===== src/rtl/pcif_pkg.sv =====
package pcif_pkg;

  typedef enum logic [2:0] {
    ST_IDLE,
    ST_DECODE,
    ST_WAIT,
    ST_XFER,
    ST_DONE
  } bstate_t;

  localparam logic [3:0] CMD_MEM_RD = 4'b0110;
  localparam logic [3:0] CMD_MEM_WR = 4'b0111;

  // Only plain memory read and write are claimed.
  function automatic logic cmd_claimable(input logic [3:0] cmd);
    return (cmd == CMD_MEM_RD) || (cmd == CMD_MEM_WR);
  endfunction

  // The upper half is selected only when both lower lanes are disabled.
  function automatic logic upper_half(input logic [3:0] be_n);
    return be_n[1] & be_n[0];
  endfunction

  // Active-high lane enables within the selected half: bit0 = low byte.
  function automatic logic [1:0] lane_enables(input logic [3:0] be_n, input logic hi);
    return hi ? ~be_n[3:2] : ~be_n[1:0];
  endfunction

  // Place a flash word on its half of the dword; the other half reads zero.
  function automatic logic [31:0] place_word(input logic [15:0] w, input logic hi);
    return hi ? {w, 16'h0000} : {16'h0000, w};
  endfunction

endpackage


===== src/rtl/pcif_decode.sv =====
module pcif_decode
  import pcif_pkg::*;
#(
  parameter int WIN_AW = 17
) (
  input  logic              clk,
  input  logic              rst_n,
  input  logic              frame_n,
  input  logic [31-WIN_AW:0] ad_hi,
  input  logic [3:0]        cbe_n,
  input  logic [31-WIN_AW:0] win_base,
  input  logic              idle,
  output logic              addr_phase,
  output logic              claim,
  output logic              claim_wr
);

  logic frame_q;

  always_ff @(posedge clk or negedge rst_n) begin
    if (!rst_n) frame_q <= 1'b1;
    else        frame_q <= frame_n;
  end

  // An address phase is the first clock with FRAME# low.
  assign addr_phase = frame_q && !frame_n;
  assign claim      = addr_phase && idle && (ad_hi == win_base) && cmd_claimable(cbe_n);
  assign claim_wr   = (cbe_n == CMD_MEM_WR);

endmodule


===== src/rtl/pcif_wait_ctr.sv =====
module pcif_wait_ctr #(
  parameter int LAT = 6,
  parameter int CW  = 3
) (
  input  logic          clk,
  input  logic          rst_n,
  input  logic          run,
  output logic [CW-1:0] cnt,
  output logic          done
);

  always_ff @(posedge clk or negedge rst_n) begin
    if (!rst_n)    cnt <= '0;
    else if (!run) cnt <= '0;
    else if (!done) cnt <= cnt + CW'(1);
  end

  assign done = run && (cnt == CW'(LAT - 1));


  cnt_range_chk: assert property (@(posedge clk) disable iff (!rst_n)
    cnt <= CW'(LAT - 1));

endmodule


===== src/rtl/pcif_flash_port.sv =====
module pcif_flash_port
  import pcif_pkg::*;
#(
  parameter int DW_AW = 15
) (
  input  logic             clk,
  input  logic             rst_n,
  input  logic             active,
  input  logic             is_wr,
  input  logic             wr_pulse,
  input  logic             hi,
  input  logic [DW_AW-1:0] dw_addr,
  input  logic [31:0]      wdata,
  input  logic [3:0]       be_n,
  output logic [DW_AW:0]   fl_addr,
  output logic [15:0]      fl_dq_o,
  output logic             fl_dq_oe,
  output logic             fl_ce_n,
  output logic             fl_oe_n,
  output logic [1:0]       fl_we_n
);

  logic we_any;

  assign fl_addr  = {dw_addr, hi};
  assign fl_dq_o  = hi ? wdata[31:16] : wdata[15:0];
  assign fl_dq_oe = active && is_wr;
  assign fl_ce_n  = !active;
  assign fl_oe_n  = !(active && !is_wr);
  assign fl_we_n  = ~(lane_enables(be_n, hi) & {2{wr_pulse}});
  assign we_any   = !(&fl_we_n);


  we_ctl_chk: assert property (@(posedge clk) disable iff (!rst_n)
    we_any |-> (!fl_ce_n && fl_oe_n && fl_dq_oe));


  we_hold_chk: assert property (@(posedge clk) disable iff (!rst_n)
    (we_any && $past(we_any)) |-> ($stable(fl_dq_o) && $stable(fl_addr)));

endmodule


===== src/rtl/pcif_flash_bridge.sv =====
module pcif_flash_bridge
  import pcif_pkg::*;
#(
  parameter int WIN_AW = 17,
  parameter int LAT    = 6
) (
  input  logic                clk,
  input  logic                rst_n,
  input  logic [31-WIN_AW:0]  win_base,
  input  logic                frame_n,
  input  logic                irdy_n,
  input  logic [3:0]          cbe_n,
  input  logic [31:0]         ad_i,
  output logic [31:0]         ad_o,
  output logic                ad_oe,
  output logic                devsel_n,
  output logic                trdy_n,
  output logic                stop_n,
  output logic [WIN_AW-2:0]   fl_addr,
  output logic [15:0]         fl_dq_o,
  output logic                fl_dq_oe,
  input  logic [15:0]         fl_dq_i,
  output logic                fl_ce_n,
  output logic                fl_oe_n,
  output logic [1:0]          fl_we_n
);

  localparam int DW_AW = WIN_AW - 2;
  localparam int CW    = $clog2(LAT + 1);

  bstate_t          state_q, state_d;
  logic             addr_phase, claim, claim_wr;
  logic             is_wr_q, ready_q;
  logic [DW_AW-1:0] dw_q;
  logic [3:0]       be_q;
  logic [31:0]      wdata_q;
  logic [15:0]      rdata_q;
  logic [CW-1:0]    cnt;

  // Named internal events
  logic in_wait, in_xfer, wait_run, wait_done, xfer_done, capture_wr, late_ready;
  logic hi_sel, wr_pulse, fl_active;

  pcif_decode #(.WIN_AW(WIN_AW)) u_dec (
    .clk       (clk),
    .rst_n     (rst_n),
    .frame_n   (frame_n),
    .ad_hi     (ad_i[31:WIN_AW]),
    .cbe_n     (cbe_n),
    .win_base  (win_base),
    .idle      (state_q == ST_IDLE),
    .addr_phase(addr_phase),
    .claim     (claim),
    .claim_wr  (claim_wr)
  );

  assign in_wait    = (state_q == ST_WAIT);
  assign in_xfer    = (state_q == ST_XFER);
  assign wait_run   = in_wait && ready_q;
  assign late_ready = in_wait && !ready_q && !irdy_n;
  assign capture_wr = is_wr_q && !irdy_n && ((state_q == ST_DECODE) || late_ready);
  assign xfer_done  = in_xfer && !irdy_n;

  pcif_wait_ctr #(.LAT(LAT), .CW(CW)) u_ctr (
    .clk  (clk),
    .rst_n(rst_n),
    .run  (wait_run),
    .cnt  (cnt),
    .done (wait_done)
  );

  always_comb begin
    state_d = state_q;
    unique case (state_q)
      ST_IDLE:   if (claim) state_d = ST_DECODE;
      ST_DECODE: state_d = ST_WAIT;
      ST_WAIT:   if (wait_done) state_d = ST_XFER;
      ST_XFER:   if (!irdy_n) state_d = ST_DONE;
      ST_DONE:   if (frame_n) state_d = ST_IDLE;
      default:   state_d = ST_IDLE;
    endcase
  end

  always_ff @(posedge clk or negedge rst_n) begin
    if (!rst_n) begin
      state_q <= ST_IDLE;
      is_wr_q <= 1'b0;
      ready_q <= 1'b0;
      dw_q    <= '0;
      be_q    <= 4'hF;
      wdata_q <= '0;
      rdata_q <= '0;
    end else begin
      state_q <= state_d;
      if (claim) begin
        dw_q    <= ad_i[WIN_AW-1:2];
        is_wr_q <= claim_wr;
      end
      if (state_q == ST_DECODE) begin
        be_q    <= cbe_n;
        ready_q <= !is_wr_q || !irdy_n;
      end else if (late_ready) begin
        be_q    <= cbe_n;
        ready_q <= 1'b1;
      end else if (state_q == ST_IDLE) begin
        ready_q <= 1'b0;
      end
      if (capture_wr) wdata_q <= ad_i;
      if (wait_done && !is_wr_q) rdata_q <= fl_dq_i;
    end
  end

  assign hi_sel    = upper_half(be_q);
  assign fl_active = wait_run || in_xfer;
  assign wr_pulse  = is_wr_q && wait_run && (cnt != '0) && !wait_done;

  pcif_flash_port #(.DW_AW(DW_AW)) u_port (
    .clk     (clk),
    .rst_n   (rst_n),
    .active  (fl_active),
    .is_wr   (is_wr_q),
    .wr_pulse(wr_pulse),
    .hi      (hi_sel),
    .dw_addr (dw_q),
    .wdata   (wdata_q),
    .be_n    (be_q),
    .fl_addr (fl_addr),
    .fl_dq_o (fl_dq_o),
    .fl_dq_oe(fl_dq_oe),
    .fl_ce_n (fl_ce_n),
    .fl_oe_n (fl_oe_n),
    .fl_we_n (fl_we_n)
  );

  assign devsel_n = !(in_wait || in_xfer);
  assign trdy_n   = !in_xfer;
  assign stop_n   = !in_xfer;
  assign ad_oe    = in_xfer && !is_wr_q;
  assign ad_o     = place_word(rdata_q, hi_sel);


  devsel_medium_chk: assert property (@(posedge clk) disable iff (!rst_n)
    $fell(devsel_n) |-> $past(claim, 2));


  trdy_after_wait_chk: assert property (@(posedge clk) disable iff (!rst_n)
    $fell(trdy_n) |-> $past(wait_done));


  stall_hold_chk: assert property (@(posedge clk) disable iff (!rst_n)
    (!trdy_n && irdy_n) |=> (!trdy_n && !stop_n && $stable(ad_o)));


  release_after_done_chk: assert property (@(posedge clk) disable iff (!rst_n)
    xfer_done |=> (trdy_n && stop_n && devsel_n && !ad_oe));

endmodule


===== config.mk =====
export PLATFORM = sky130hd
export DESIGN_NAME = pcif_flash_bridge
export DESIGN_NICKNAME = d
export VERILOG_FILES = /design/src/rtl/pcif_pkg.sv /design/src/rtl/pcif_decode.sv /design/src/rtl/pcif_wait_ctr.sv /design/src/rtl/pcif_flash_port.sv /design/src/rtl/pcif_flash_bridge.sv
export SDC_FILE = /design/constraint.sdc
export NUM_CORES = 1
export LEC_CHECK = 0
export CORE_MARGIN = 2
export CORE_UTILIZATION = 60
export DETAILED_ROUTE_END_ITERATION = 16
export DONT_BUFFER_PORTS = 1
export PLACE_DENSITY_LB_ADDON = 0.08
export RECOVER_POWER = 25
export SLEW_MARGIN = 20
export SYNTH_ARGS = -nofsm -noshare
export SYNTH_HDL_FRONTEND = slang
export SYNTH_SLANG_ARGS = --single-unit
export TNS_END_PERCENT = 5

===== constraint.sdc =====
create_clock -name clk -period 2.7 [get_ports clk]
set_clock_uncertainty 0.2 [all_clocks]
set_input_delay 0.135 -clock clk [delete_from_list [all_inputs] [get_ports clk]]
set_output_delay 0.135 -clock clk [all_outputs]
set_load 0.02 [all_outputs]

* Yosys cells after proc, flatten, opt, wreduce, memory -nomap -nowiden
Index checks and enable logic that the tools add are counted.
Operators by class: muxes and demuxes 15, equal/unequal tests 13, add/subtract/negate cells 1, bitwise logic cells 5, reduce and logical (&&, ||, !) cells 36
Operators with widths (count):
- 32-bit two-way mux | 1
- 3-bit two-way mux | 6
- 1-bit logical AND | 17
- 16-bit two-way mux | 1
- 15-bit == test | 1
- 3-bit one-hot mux with 5 select lines | 1
- 1-bit logical NOT | 9
- 4-bit by 3-bit == test with 1-bit output (second input constant) | 2
- 4-bit two-way mux | 2
- 2-bit inequality test (second input constant) | 4
- 3-bit by 2-bit == test with 1-bit output (second input constant) | 2
- 3-bit == test (second input constant) | 2
- 2-bit NOT | 3
- 3-bit nonzero test | 2
- 1-bit logical OR | 5
- 4-bit AND reduction | 1
- 3-bit by 1-bit adder with 3-bit output (second input constant) | 1
- 3-bit by 1-bit == test with 1-bit output (second input constant) | 1
- 3-bit logical NOT | 1
- 1-bit two-way mux | 3
- 2-bit AND | 1
- 2-bit two-way mux | 1
- 2-bit by 1-bit inequality test with 1-bit output (second input constant) | 1
- 2-bit nonzero test | 1
- 1-bit AND | 1
Word-level totals: output and inout bits 73, bits of input ports 71, bits in registers 76

* Depth between registers and ports, before layout
depth in word-level cells 7, gate-level depth with buffers 7, mapped depth without buffers 7

* By module
A second synthesis with hierarchy kept.
Second synthesis, totals: cell total of the unflattened synthesis 300, area total of the unflattened synthesis 3955.0 µm²
By module, submodules not included:
- pcif_flash_bridge | area an instance 3161.8 µm², sequential area each 1806.7 µm², cells each 218, instances 1
- pcif_flash_port | area an instance 405.4 µm², sequential area each 0.0 µm², cells each 41, instances 1
- pcif_decode | area an instance 224.0 µm², sequential area each 26.3 µm², cells each 25, instances 1
- pcif_wait_ctr | area an instance 163.9 µm², sequential area each 75.1 µm², cells each 16, instances 1

* Worst setup path after synthesis
Ideal clock, no wire load.
path kind register -> register, start register state_q[0], end register dw_q[10], clock period less this slack 2.212 ns, setup time 0.125 ns, stages on the path, launching flop included 7, buffers on the path 2, data arrival time 1.887 ns, setup slack 0.488 ns, path through dfrtp_1 > buf_6 > nor3_1 > nand4_1 > nor4_4 > buf_6 > mux2_2
On the way: longest elaborated chain between the ends 4
RTL lines:
- from (decl) | line pcif_flash_bridge.sv:31 | bstate_t state_q, state_d;
- from (signal assigned) | line pcif_flash_bridge.sv:94 | state_q <= state_d;
- 3-bit logical NOT | line pcif_flash_bridge.sv:51 | .idle (state_q == ST_IDLE),
- 1-bit logical AND (3 in series) | line pcif_decode.sv:27 | assign claim = addr_phase && idle && (ad_hi == win_base) && cmd_claimable(cbe_n);
- to (signal assigned) | line pcif_flash_bridge.sv:96 | dw_q <= ad_i[WIN_AW-1:2];
- to (decl) | line pcif_flash_bridge.sv:34 | logic [DW_AW-1:0] dw_q;
Every way passes these cells. A chain may end at the register's enable or synchronous reset.

* Final worst setup path
start register be_q[1], end output fl_dq_o[4]
On the way: longest elaborated chain between the ends 2
RTL lines:
- from (decl) | line pcif_flash_bridge.sv:35 | logic [3:0] be_q;
- from (signal assigned) | line pcif_flash_bridge.sv:100 | be_q <= cbe_n;
- from (signal assigned) | line pcif_flash_bridge.sv:103 | be_q <= cbe_n;
- 1-bit AND | line pcif_pkg.sv:21 | return be_n[1] & be_n[0];
- 16-bit two-way mux | line pcif_flash_port.sv:26 | assign fl_dq_o = hi ? wdata[31:16] : wdata[15:0];
- to (decl) | line pcif_flash_bridge.sv:20 | output logic [15:0] fl_dq_o,
Every way passes these cells.

==> impl_metrics.py <==
metrics = {
    "outcome": {
        "run_status": "finished, violations left",
        "violations": "capacitance limit, slew limit",
    },
    "yosys": {
        "yosys.area_share.simple_pct": 11.3,
        "ys_seq_elements": 76,
        "synth_edf_count": 0,
        "ys_seq_area_share_pct": 51.8,
        "synth_compound_area_share_pct": 2.79,
        "async_reset_ff_share_pct": 100,
        "ys_types": 39,
        "synth_xor_area_share_pct": 3.81,
        "yosys_warnings": 0,
        "synth_top_family_by_area": "multiplexers",
        "synth_flop_cell": "dfrtp_1",
        "yosys-mux-area-fraction_pct": 25.7,
        "synth.cell_area_um2": 3680,
        "syn_inst": 281,
        "syn_area_per_cell_um2": 13.1,
        "synth_fp_nets": 355,
        "synthAdderAreaFrac_pct": 1.02,
    },
    "layout": {
        "num-fill-cells": 402,
        "final_layout_size_suffix_gt1_share_pct": 30.8,
        "multiInputGateArea_um2": 1640,
        "final_util_pct": 74.6,
        "fin_nets": 411,
        "diodes": 0,
        "regArea_um2": 1910,
        "area_delta_synth_final_pct": 20.0,
    },
    "cts": {
        "cts_setup_buffers": 0,
        "clock_latency_ns": 0.34,
        "cts_buffers": 9,
        "hold_buffers": 56,
        "path_clk_slew_ns": 0.07,
        "clock_tree.buffer_depth": 2,
        "cts-root-buf": "clkbuf_8",
        "cts.sinks": 76,
        "tritoncts": "yes",
        "cts_max_level": 3,
        "cts_resized": 0,
    },
    "power": {
        "p_per_area_nw_per_um2": 719,
        "ir_worst_vdd_v": 0.000484,
        "leakage_nw": 2.16,
        "finalPower_mw": 3.18,
    },
    "placement": {
        "dp_hpwl_um": 5030,
        "io_buffers": 0,
        "place_congestion": 0.761,
    },
    "timing": {
        "period_share_pct": 90.3,
        "setup_violations": 0,
        "drv_slew": 77,
        "finalHoldViolCount": 0,
        "finalSetupTns_ns": 0,
        "rsz0062_at_grt": "no",
        "max_freq_mhz": 410,
        "period_minus_slack_ns": 2.44,
        "max-slew-margin-rel_pct": -21.3,
        "tightest_slew_ns": 1.82,
        "timing.hold.ws_ns": 0.0195,
    },
    "floorplanning": {
        "initial_core_util_pct": 62.2,
        "die_y_um": 82.3,
        "num_rows": 28,
        "die_area_um2": 6780,
        "top_level_ports": 144,
        "core-area_um2": 5920,
        "die-width_um": 82.3,
    },
    "setup_path": {
        "worst-setup-path-type": "reg2out",
        "crit_arrival_ns": 2.10,
        "end_kind": "primary output",
        "cp-start-kind": "flip-flop",
        "required_ns": 2.37,
        "crit_fanout": 20,
        "r2r.worst_path.cells": 5,
        "critPathLaunch": "be_q[1]$_DFFE_PN1P_",
        "r2r-start": "state_q[0]$_DFFE_PN0P_",
    },
    "run": {
        "maxCapViolations": 1,
    },
    "grt": {
        "track_usage_pct": 23.9,
        "grt_pass1_wl_um": 11900,
        "first_global_vias": 2415,
        "grt_max_degree": 77,
        "antenna_found_initial": 0,
        "overflow": 0,
    },
    "hold_path": {
        "hold_depth": 3,
        "min-delay-start": "irdy_n",
        "min_path_type": "in2reg",
    },
    "detailed_routing": {
        "dr_total_vias": 2363,
        "drtIter0Drc": 92,
        "first_pass_iters": 4,
        "postRouteAntennaNets": 0,
        "wl_per_cell_um": 18.8,
        "drc": 0,
        "via_per_inst": 5.68,
        "wirelength_um": 7830,
    },
}
report_power, final:
part	leakage [nW]	total, mW	switching, mW	internal (mW)
clock network	0.0800	0.712	0.387	0.325
registers	1.03	1.51	0.179	1.33
logic	1.05	0.954	0.576	0.379
worst paths after layout:
kind | endpoint | slack (ns)
worst min register to register | wdata_q[8]$_DFFE_PN0P_ | 0.28
worst max register to register | wdata_q[17]$_DFFE_PN0P_ | 0.31
max in group asynchronous | rdata_q[5]$_DFFE_PN0P_ | 0.56
worst max-delay path | fl_dq_o[4] | 0.26
min in group asynchronous | dw_q[2]$_DFFE_PN0P_ | 0.65
worst min-delay path | be_q[1]$_DFFE_PN1P_ | 0.02
per-stage QoR:
| stage | setup WS, ns | cells | instance area, um^2 |
|---|---|---|---|
| floorplan | 0.488 | 281 | 3680 |
| global route | 0.132 | 416 | 4420 |
| global placement | 0.382 | 345 | 3710 |
| detailed placement | 0.316 | 345 | 3710 |
| CTS | 0.272 | 416 | 4440 |
| finish | 0.261 | 416 | 4420 |
cell type report:
class	instances	area share, %
inverters	5	0.425
clock buffers	12	3.06
well taps	75	2.12
multi-input cells	184	37.2
flip-flops and latches	76	43.2
clock inverters	3	0.340
repair buffers	61	13.7
sequential cells by signal, indices dropped and copies added, names as in the netlist:
name,flops
ready_q,1
wdata_q,32
rdata_q,16
is_wr_q,1
u_dec.frame_q,1
state_q,3
u_ctr.cnt,3
be_q,4
dw_q,15
worst max-delay path, stage by stage (launching register included):
cell and delay, ns:
dfstp_2 0.71, nand2_1 0.34, buf_4 0.33, mux2_2 0.37
synthesized netlist by cell type (3+ instances only):
master | n | area (um^2)
nand4_1 | 3 | 18.8
dfstp_2 | 5 | 131
and3_1 | 16 | 100
nor2_1 | 6 | 22.5
mux2_2 | 75 | 845
nor3_1 | 3 | 15.0
buf_6 | 5 | 56.3
nand2_1 | 8 | 30.0
xnor2_1 | 12 | 105
mux2_1 | 9 | 101
ha_1 | 3 | 37.5
and2_1 | 16 | 100
inv_1 | 5 | 18.8
buf_4 | 4 | 30.0
clkbuf_1 | 6 | 22.5
xor2_1 | 4 | 35.0
dfrtp_1 | 71 | 1780
cell families after synthesis:
logic type	Yosys count
AO/OA/AOI/OAI	13
multiplexers	84
flip-flops	76
adder cells (fa/ha/maj)	3
buffers and inverters	21
AND/OR/NAND/NOR	68
XOR/XNOR	16
metal layers:
layer / vias to the layer above / part of all wire (%) / track usage [%]
met4: 0 / 1.3 / 7.50
met1: 1166 / 39 / 28.7
met5: - / 0 / 0
li1: 1093 / - / -
met3: 10 / 7.7 / 7.83
met2: 94 / 52 / 40.7
placed cells by master, fill, tap and decap left out, types with 3 or more instances in the layout:
| master | netlist | layout |
|---|---|---|
| buf_4 | 4 | 4 |
| mux2_1 | 9 | 9 |
| clkinv_2 | 0 | 3 |
| inv_1 | 5 | 5 |
| and2_1 | 16 | 16 |
| dfstp_2 | 5 | 5 |
| ha_1 | 3 | 3 |
| nor3_1 | 3 | 3 |
| dfrtp_1 | 71 | 71 |
| xnor2_1 | 12 | 12 |
| nand2_1 | 8 | 8 |
| clkbuf_1 | 6 | 3 |
| nor2_1 | 6 | 6 |
| nand4_1 | 3 | 3 |
| mux2_2 | 75 | 75 |
| and3_1 | 16 | 16 |
| xor2_1 | 4 | 4 |
| clkbuf_8 | 0 | 9 |
| dlygate4sd3_1 | 0 | 55 |
(Power assumes the default switching activity.)
